## src/rtl/cpu_prescaler_pkg.sv

```systemverilog
package cpu_prescaler_pkg;

    localparam int PSC_SEL_W  = 6;
    localparam int PSC_DATA_W = 8;
    localparam int PSC_ADDR_W = 8;
    localparam logic [PSC_ADDR_W-1:0] PSC_CFG_ADDR = 8'h2E;

    typedef enum logic {
        DIV_BYPASS = 1'b0,
        DIV_COUNT  = 1'b1
    } div_state_t;

endpackage

```

## src/rtl/psc_cfg_reg.sv

```systemverilog
module psc_cfg_reg #(
    parameter int ADDR_W = 8,
    parameter int DATA_W = 8,
    parameter int SEL_W  = 6,
    parameter logic [ADDR_W-1:0] CFG_ADDR = 8'h2E
) (
    input  logic              clk,
    input  logic              rst,
    input  logic [ADDR_W-1:0] addr,
    input  logic              wr,
    input  logic [DATA_W-1:0] wdata,
    output logic [DATA_W-1:0] rdata,
    output logic [SEL_W-1:0]  sel
);

    localparam int PAD_W = DATA_W - SEL_W;

    logic             hit;
    logic [SEL_W-1:0] sel_q;

    assign hit = (addr == CFG_ADDR);

    always_ff @(posedge clk) begin
        if (rst) begin
            sel_q <= '0;
        end else if (wr && hit) begin
            sel_q <= wdata[SEL_W-1:0];
        end
    end

    always_comb begin
        rdata = '0;
        if (hit) begin
            rdata = {{PAD_W{1'b0}}, sel_q};
        end
    end

    assign sel = sel_q;

endmodule

```

## src/rtl/psc_ratio_decode.sv

```systemverilog
module psc_ratio_decode #(
    parameter int SEL_W = 6
) (
    input  logic [SEL_W-1:0] sel,
    output logic [SEL_W-1:0] term
);

    localparam logic [SEL_W-1:0] TERM_SLOWEST = '1;

    logic [SEL_W-1:0] bit_match;
    logic [SEL_W-1:0] term_of [SEL_W];

    for (genvar i = 0; i < SEL_W; i++) begin : g_code
        localparam logic [SEL_W-1:0] CODE   = SEL_W'(1) << i;
        localparam logic [SEL_W:0]   RATIO  = (SEL_W+1)'(1) << (i + 1);
        localparam logic [SEL_W:0]   TERM_W = RATIO - (SEL_W+1)'(1);
        assign bit_match[i] = (sel == CODE);
        assign term_of[i]   = TERM_W[SEL_W-1:0];
    end

    always_comb begin
        term = TERM_SLOWEST;
        if (sel == '0) begin
            term = '0;
        end else begin
            for (int i = 0; i < SEL_W; i++) begin
                if (bit_match[i]) begin
                    term = term_of[i];
                end
            end
        end
    end

endmodule

```

## src/rtl/psc_div_fsm.sv

```systemverilog
module psc_div_fsm
    import cpu_prescaler_pkg::*;
#(
    parameter int CNT_W = 6
) (
    input  logic             clk,
    input  logic             rst,
    input  logic [CNT_W-1:0] term_req,
    output logic [CNT_W-1:0] term_active,
    output logic [CNT_W-1:0] cnt,
    output logic             en
);

    div_state_t       state_q, state_nx;
    logic [CNT_W-1:0] cnt_q, cnt_nx;
    logic [CNT_W-1:0] term_q, term_nx;
    logic             at_term;

    assign at_term = (cnt_q == term_q);

    // state register
    always_ff @(posedge clk) begin
        if (rst) begin
            state_q <= DIV_BYPASS;
            cnt_q   <= '0;
            term_q  <= '0;
        end else begin
            state_q <= state_nx;
            cnt_q   <= cnt_nx;
            term_q  <= term_nx;
        end
    end

    // next state: reload only on a terminal cycle
    always_comb begin
        state_nx = state_q;
        cnt_nx   = cnt_q;
        term_nx  = term_q;
        unique case (state_q)
            DIV_BYPASS: begin
                cnt_nx   = '0;
                term_nx  = term_req;
                state_nx = (term_req == '0) ? DIV_BYPASS : DIV_COUNT;
            end
            DIV_COUNT: begin
                if (at_term) begin
                    cnt_nx   = '0;
                    term_nx  = term_req;
                    state_nx = (term_req == '0) ? DIV_BYPASS : DIV_COUNT;
                end else begin
                    cnt_nx = cnt_q + CNT_W'(1);
                end
            end
            default: begin
                state_nx = DIV_BYPASS;
                cnt_nx   = '0;
                term_nx  = '0;
            end
        endcase
    end

    // outputs
    always_comb begin
        unique case (state_q)
            DIV_BYPASS: en = 1'b1;
            DIV_COUNT:  en = at_term;
            default:    en = 1'b0;
        endcase
    end

    assign term_active = term_q;
    assign cnt         = cnt_q;

endmodule

```

## src/rtl/cpu_prescaler.sv

```systemverilog
module cpu_prescaler
    import cpu_prescaler_pkg::*;
#(
    parameter int ADDR_W = PSC_ADDR_W,
    parameter int DATA_W = PSC_DATA_W,
    parameter int SEL_W  = PSC_SEL_W,
    parameter logic [ADDR_W-1:0] CFG_ADDR = PSC_CFG_ADDR
) (
    input  logic              clk,
    input  logic              rst,
    input  logic [ADDR_W-1:0] bus_addr,
    input  logic              bus_wr,
    input  logic [DATA_W-1:0] bus_wdata,
    output logic [DATA_W-1:0] bus_rdata,
    output logic              cpu_clk_en
);

    localparam int CNT_W = SEL_W;

    logic [SEL_W-1:0] cfg_sel;
    logic [CNT_W-1:0] term_req;
    logic [CNT_W-1:0] term_active;
    logic [CNT_W-1:0] div_cnt;

    psc_cfg_reg #(
        .ADDR_W  (ADDR_W),
        .DATA_W  (DATA_W),
        .SEL_W   (SEL_W),
        .CFG_ADDR(CFG_ADDR)
    ) u_cfg (
        .clk  (clk),
        .rst  (rst),
        .addr (bus_addr),
        .wr   (bus_wr),
        .wdata(bus_wdata),
        .rdata(bus_rdata),
        .sel  (cfg_sel)
    );

    psc_ratio_decode #(
        .SEL_W(SEL_W)
    ) u_dec (
        .sel (cfg_sel),
        .term(term_req)
    );

    psc_div_fsm #(
        .CNT_W(CNT_W)
    ) u_div (
        .clk        (clk),
        .rst        (rst),
        .term_req   (term_req),
        .term_active(term_active),
        .cnt        (div_cnt),
        .en         (cpu_clk_en)
    );

endmodule

```

## config.mk

```make
export PLATFORM = sky130hd
export DESIGN_NAME = cpu_prescaler
export DESIGN_NICKNAME = d
export VERILOG_FILES = /design/src/rtl/cpu_prescaler_pkg.sv /design/src/rtl/psc_cfg_reg.sv /design/src/rtl/psc_ratio_decode.sv /design/src/rtl/psc_div_fsm.sv /design/src/rtl/cpu_prescaler.sv
export SDC_FILE = /design/constraint.sdc
export NUM_CORES = 1
export LEC_CHECK = 0
export BUFFER_PORTS_ARGS = -buffer_cell sky130_fd_sc_hd__buf_2
export CAP_MARGIN = 20
export CORE_MARGIN = 1
export CORE_UTILIZATION = 36
export DETAILED_ROUTE_END_ITERATION = 8
export PLACE_DENSITY_LB_ADDON = 0.1
export RECOVER_POWER = 50
export SYNTH_ARGS = -nofsm -noshare
export SYNTH_HDL_FRONTEND = slang
export SYNTH_HIERARCHICAL = 1
export SYNTH_SLANG_ARGS = --single-unit
```

## constraint.sdc

```tcl
create_clock -name clk -period 2.15 [get_ports clk]
set_clock_uncertainty 0.15 [all_clocks]
set_input_delay 0.43 -clock clk [delete_from_list [all_inputs] [get_ports clk]]
set_output_delay 0.43 -clock clk [all_outputs]
set_load 0.01 [all_outputs]
```

==> flow_metrics.tcl <==
set metrics [dict create \
    io_pins 28 \
    clk_latency_ps 300 \
    critPathArrivalTime_ps 1420 \
    cts.sinks 19 \
    leakagePower_nw 0.4965 \
    fp.dieH_um 55.55 \
    grt_pass1_vias 873 \
    end_kind "output pin" \
    fin_ws_ps 152.0 \
    drv_slew 0 \
    synth_top_family_by_area "simple AND/OR/NAND/NOR gates" \
    nets 158 \
    grt-ovfl-total 0 \
    dieArea_um2 3085 \
    drc_errors 0 \
    critPathMaxFanout 4 \
    grt_start_max_net_pins 17 \
    min_period_ps 1998 \
    cts_tree "done" \
    cts_buffer_depth 2 \
    setup_tns_ps 0 \
    cts_buffers 3 \
    cp.required_ps 1570 \
    cts_hold_buf 0 \
    final_util 0.4348 \
    synth_cells 109 \
    hp-class "in -> reg" \
    initial_utilization 0.3776 \
    drt-initial-drc-count 23 \
    ant_nets 0 \
    die_w_um 55.55 \
    synth-edff-count 0 \
    clk_pin_slew_worst_paths_ps 120 \
    grt_util_all_layers 0.1485 \
    avgSynthCellArea_um2 9.470 \
    powerDensity_nw_per_um2 487.6 \
    worst_pin_slew_ps 611.7 \
    synthSimpleGateAreaFrac 0.2945 \
    routed_via_density 4.929 \
    gp_congestion 0.7014 \
    vias 828 \
    portBuffers 23 \
    critPathMaxStageDelay_ps 420 \
    min_path_cells 3 \
    dp_hpwl_mm 1.599 \
    yosysSeqAreaShare 0.3685 \
    cp_slowest_cell "dfxtp_1" \
    drt_first_pass_iters 3 \
    synthFlopType "dfxtp_1" \
    rsz0062_at_grt "no" \
    finalWirelength_mm 2.016 \
    placedInstanceArea_um2 1190 \
    setup_viol 0 \
    synth_top_cell_area_share 0.3685 \
    ir_drop_uv 452.0 \
    synth_fa_ha_area_frac 0.03273 \
    finalInstanceArea_um2 1189 \
    synth_compound_area_frac 0.1248 \
    synthesis.area_um2 1032 \
    r2r_cells 4 \
    synth_top_cell_by_area "dfxtp_1" \
    worstSetupPathType "reg -> out" \
    outcome "finished clean" \
    synth_commonest_cells "dfxtp_1 (19), nand2b_1 (12), nor2_1 (9), xnor2_1 (8), and2_1 (7)" \
    synthMuxAreaShare 0.05818 \
    synth_seq_cells 19 \
    postCtsSetupBuffers 0 \
    wire_per_inst_um 12.00 \
    async_reset_ff_frac 0 \
    antenna_found_initial 0 \
    root_buffer "clkbuf_4" \
    max_freq_mhz 500.5 \
    grt_pass1_wl_mm 3.650 \
    post-place-ws_ps 199.0 \
    finalNonFillerCells 168 \
    synth_most_common_cell "dfxtp_1" \
    crit_chain "xnor2_1, nand4_2, o21ai_1, buf_2" \
    coreArea_um2 2734 \
    slew_headroom 0.5879 \
    power_uw 579.5 \
    hold_viol_final 0 \
    area_growth_pct 15.15 \
    num_antenna_cells 0 \
    dp_cells 164 \
    std_cell_rows 19 \
    yosysWarnings 6 \
    synth_xor_area_frac 0.08485 \
    layout-drive-gt1-share 0.2555 \
    critPathLaunchType "flop" \
    hold_slack_ps 222.2 \
    synth_cell_types 37 \
    synth_area_leaders "dfxtp_1 (37%), nand2b_1 (7.3%), xnor2_1 (6.8%), mux2i_1 (5.8%), a22o_1 (5.1%)" \
    drv_cap 0 \
    htree_levels 1 \
    cts_resized 0 \
    fin_crit_sh 0.9293 \
]
-- cells in the final DEF (no fill, tap or decap), drive strengths merged, types with 2 or more instances in the layout --
| master | n |
|---|---|
| xnor2 | 8 |
| nand3 | 2 |
| buf | 26 |
| xor2 | 2 |
| nor4 | 3 |
| a22o | 6 |
| dfxtp | 19 |
| nor3 | 4 |
| nor2 | 9 |
| mux2i | 6 |
| nand2b | 12 |
| nand2 | 6 |
| o31ai | 2 |
| maj3 | 2 |
| conb | 2 |
| clkbuf | 4 |
| and2 | 7 |
| o21ai | 2 |
| or2 | 2 |
-- registers in the layout, indices dropped and copies added (netlist names) --
name	count
u_cfg/sel	6
u_div/cnt	6
u_div/state_q	1
u_div/term_active	6
-- critical path: cells and delay by family, from the launching register on --
family | cells | cell delay, ps
compound gates | 1 | 200
simple gates | 1 | 180
flops | 1 | 420
buf+inv | 1 | 160
xor+xnor | 1 | 150
-- worst paths after layout --
check,from,endpoint,slack [ps]
setup / recovery,u_div/cnt[3],cpu_clk_en,150
hold / removal,bus_wdata[0],u_cfg/sel[0],220
setup reg to reg,u_cfg/sel[2],u_div/state_q,300
hold reg to reg,u_div/cnt[0],u_div/cnt[0],340
-- logic make-up (layout without fill, tap and decap cells) --
family	Yosys count	after routing
and+or+nand+nor	51	51
muxes	6	6
DFF	19	19
adders and majority gates	3	3
AOI/OAI and AO/OA	14	14
xor gates and xnor gates	10	10
buffers and inverters	5	32
other	1	2
-- where the power goes --
group | internal [mW] | switching (mW) | leakage [nW] | total [mW]
Sequential | 0.353 | 0.000569 | 0.153 | 0.353
Combinational | 0.0206 | 0.0158 | 0.326 | 0.0364
Clock | 0.0693 | 0.121 | 0.0177 | 0.190
Total | 0.443 | 0.137 | 0.497 | 0.580
-- area by class of cell --
class                      instances  area [um^2]
multi-input combinational         86        596.8
tap                               31        38.79
fill                             274         1545
sequential                        19        380.4
timing repair buffer              27        141.4
inverter                           1        3.754
clock inverter                     1        5.005
clock buffer                       3        22.52
-- layer usage --
layer | routed length, um | part of all wire | global-route usage | vias to the layer above
met3 | 81 | 0.040 | 0.04918 | 2
li1 | - | - | - | 435
met4 | 17 | 0.0084 | 0.03929 | 0
met2 | 1060 | 0.53 | 0.2737 | 13
met5 | 0 | 0 | 0 | -
met1 | 858 | 0.43 | 0.1611 | 378
Note: power is estimated with default switching activity, not from simulation.
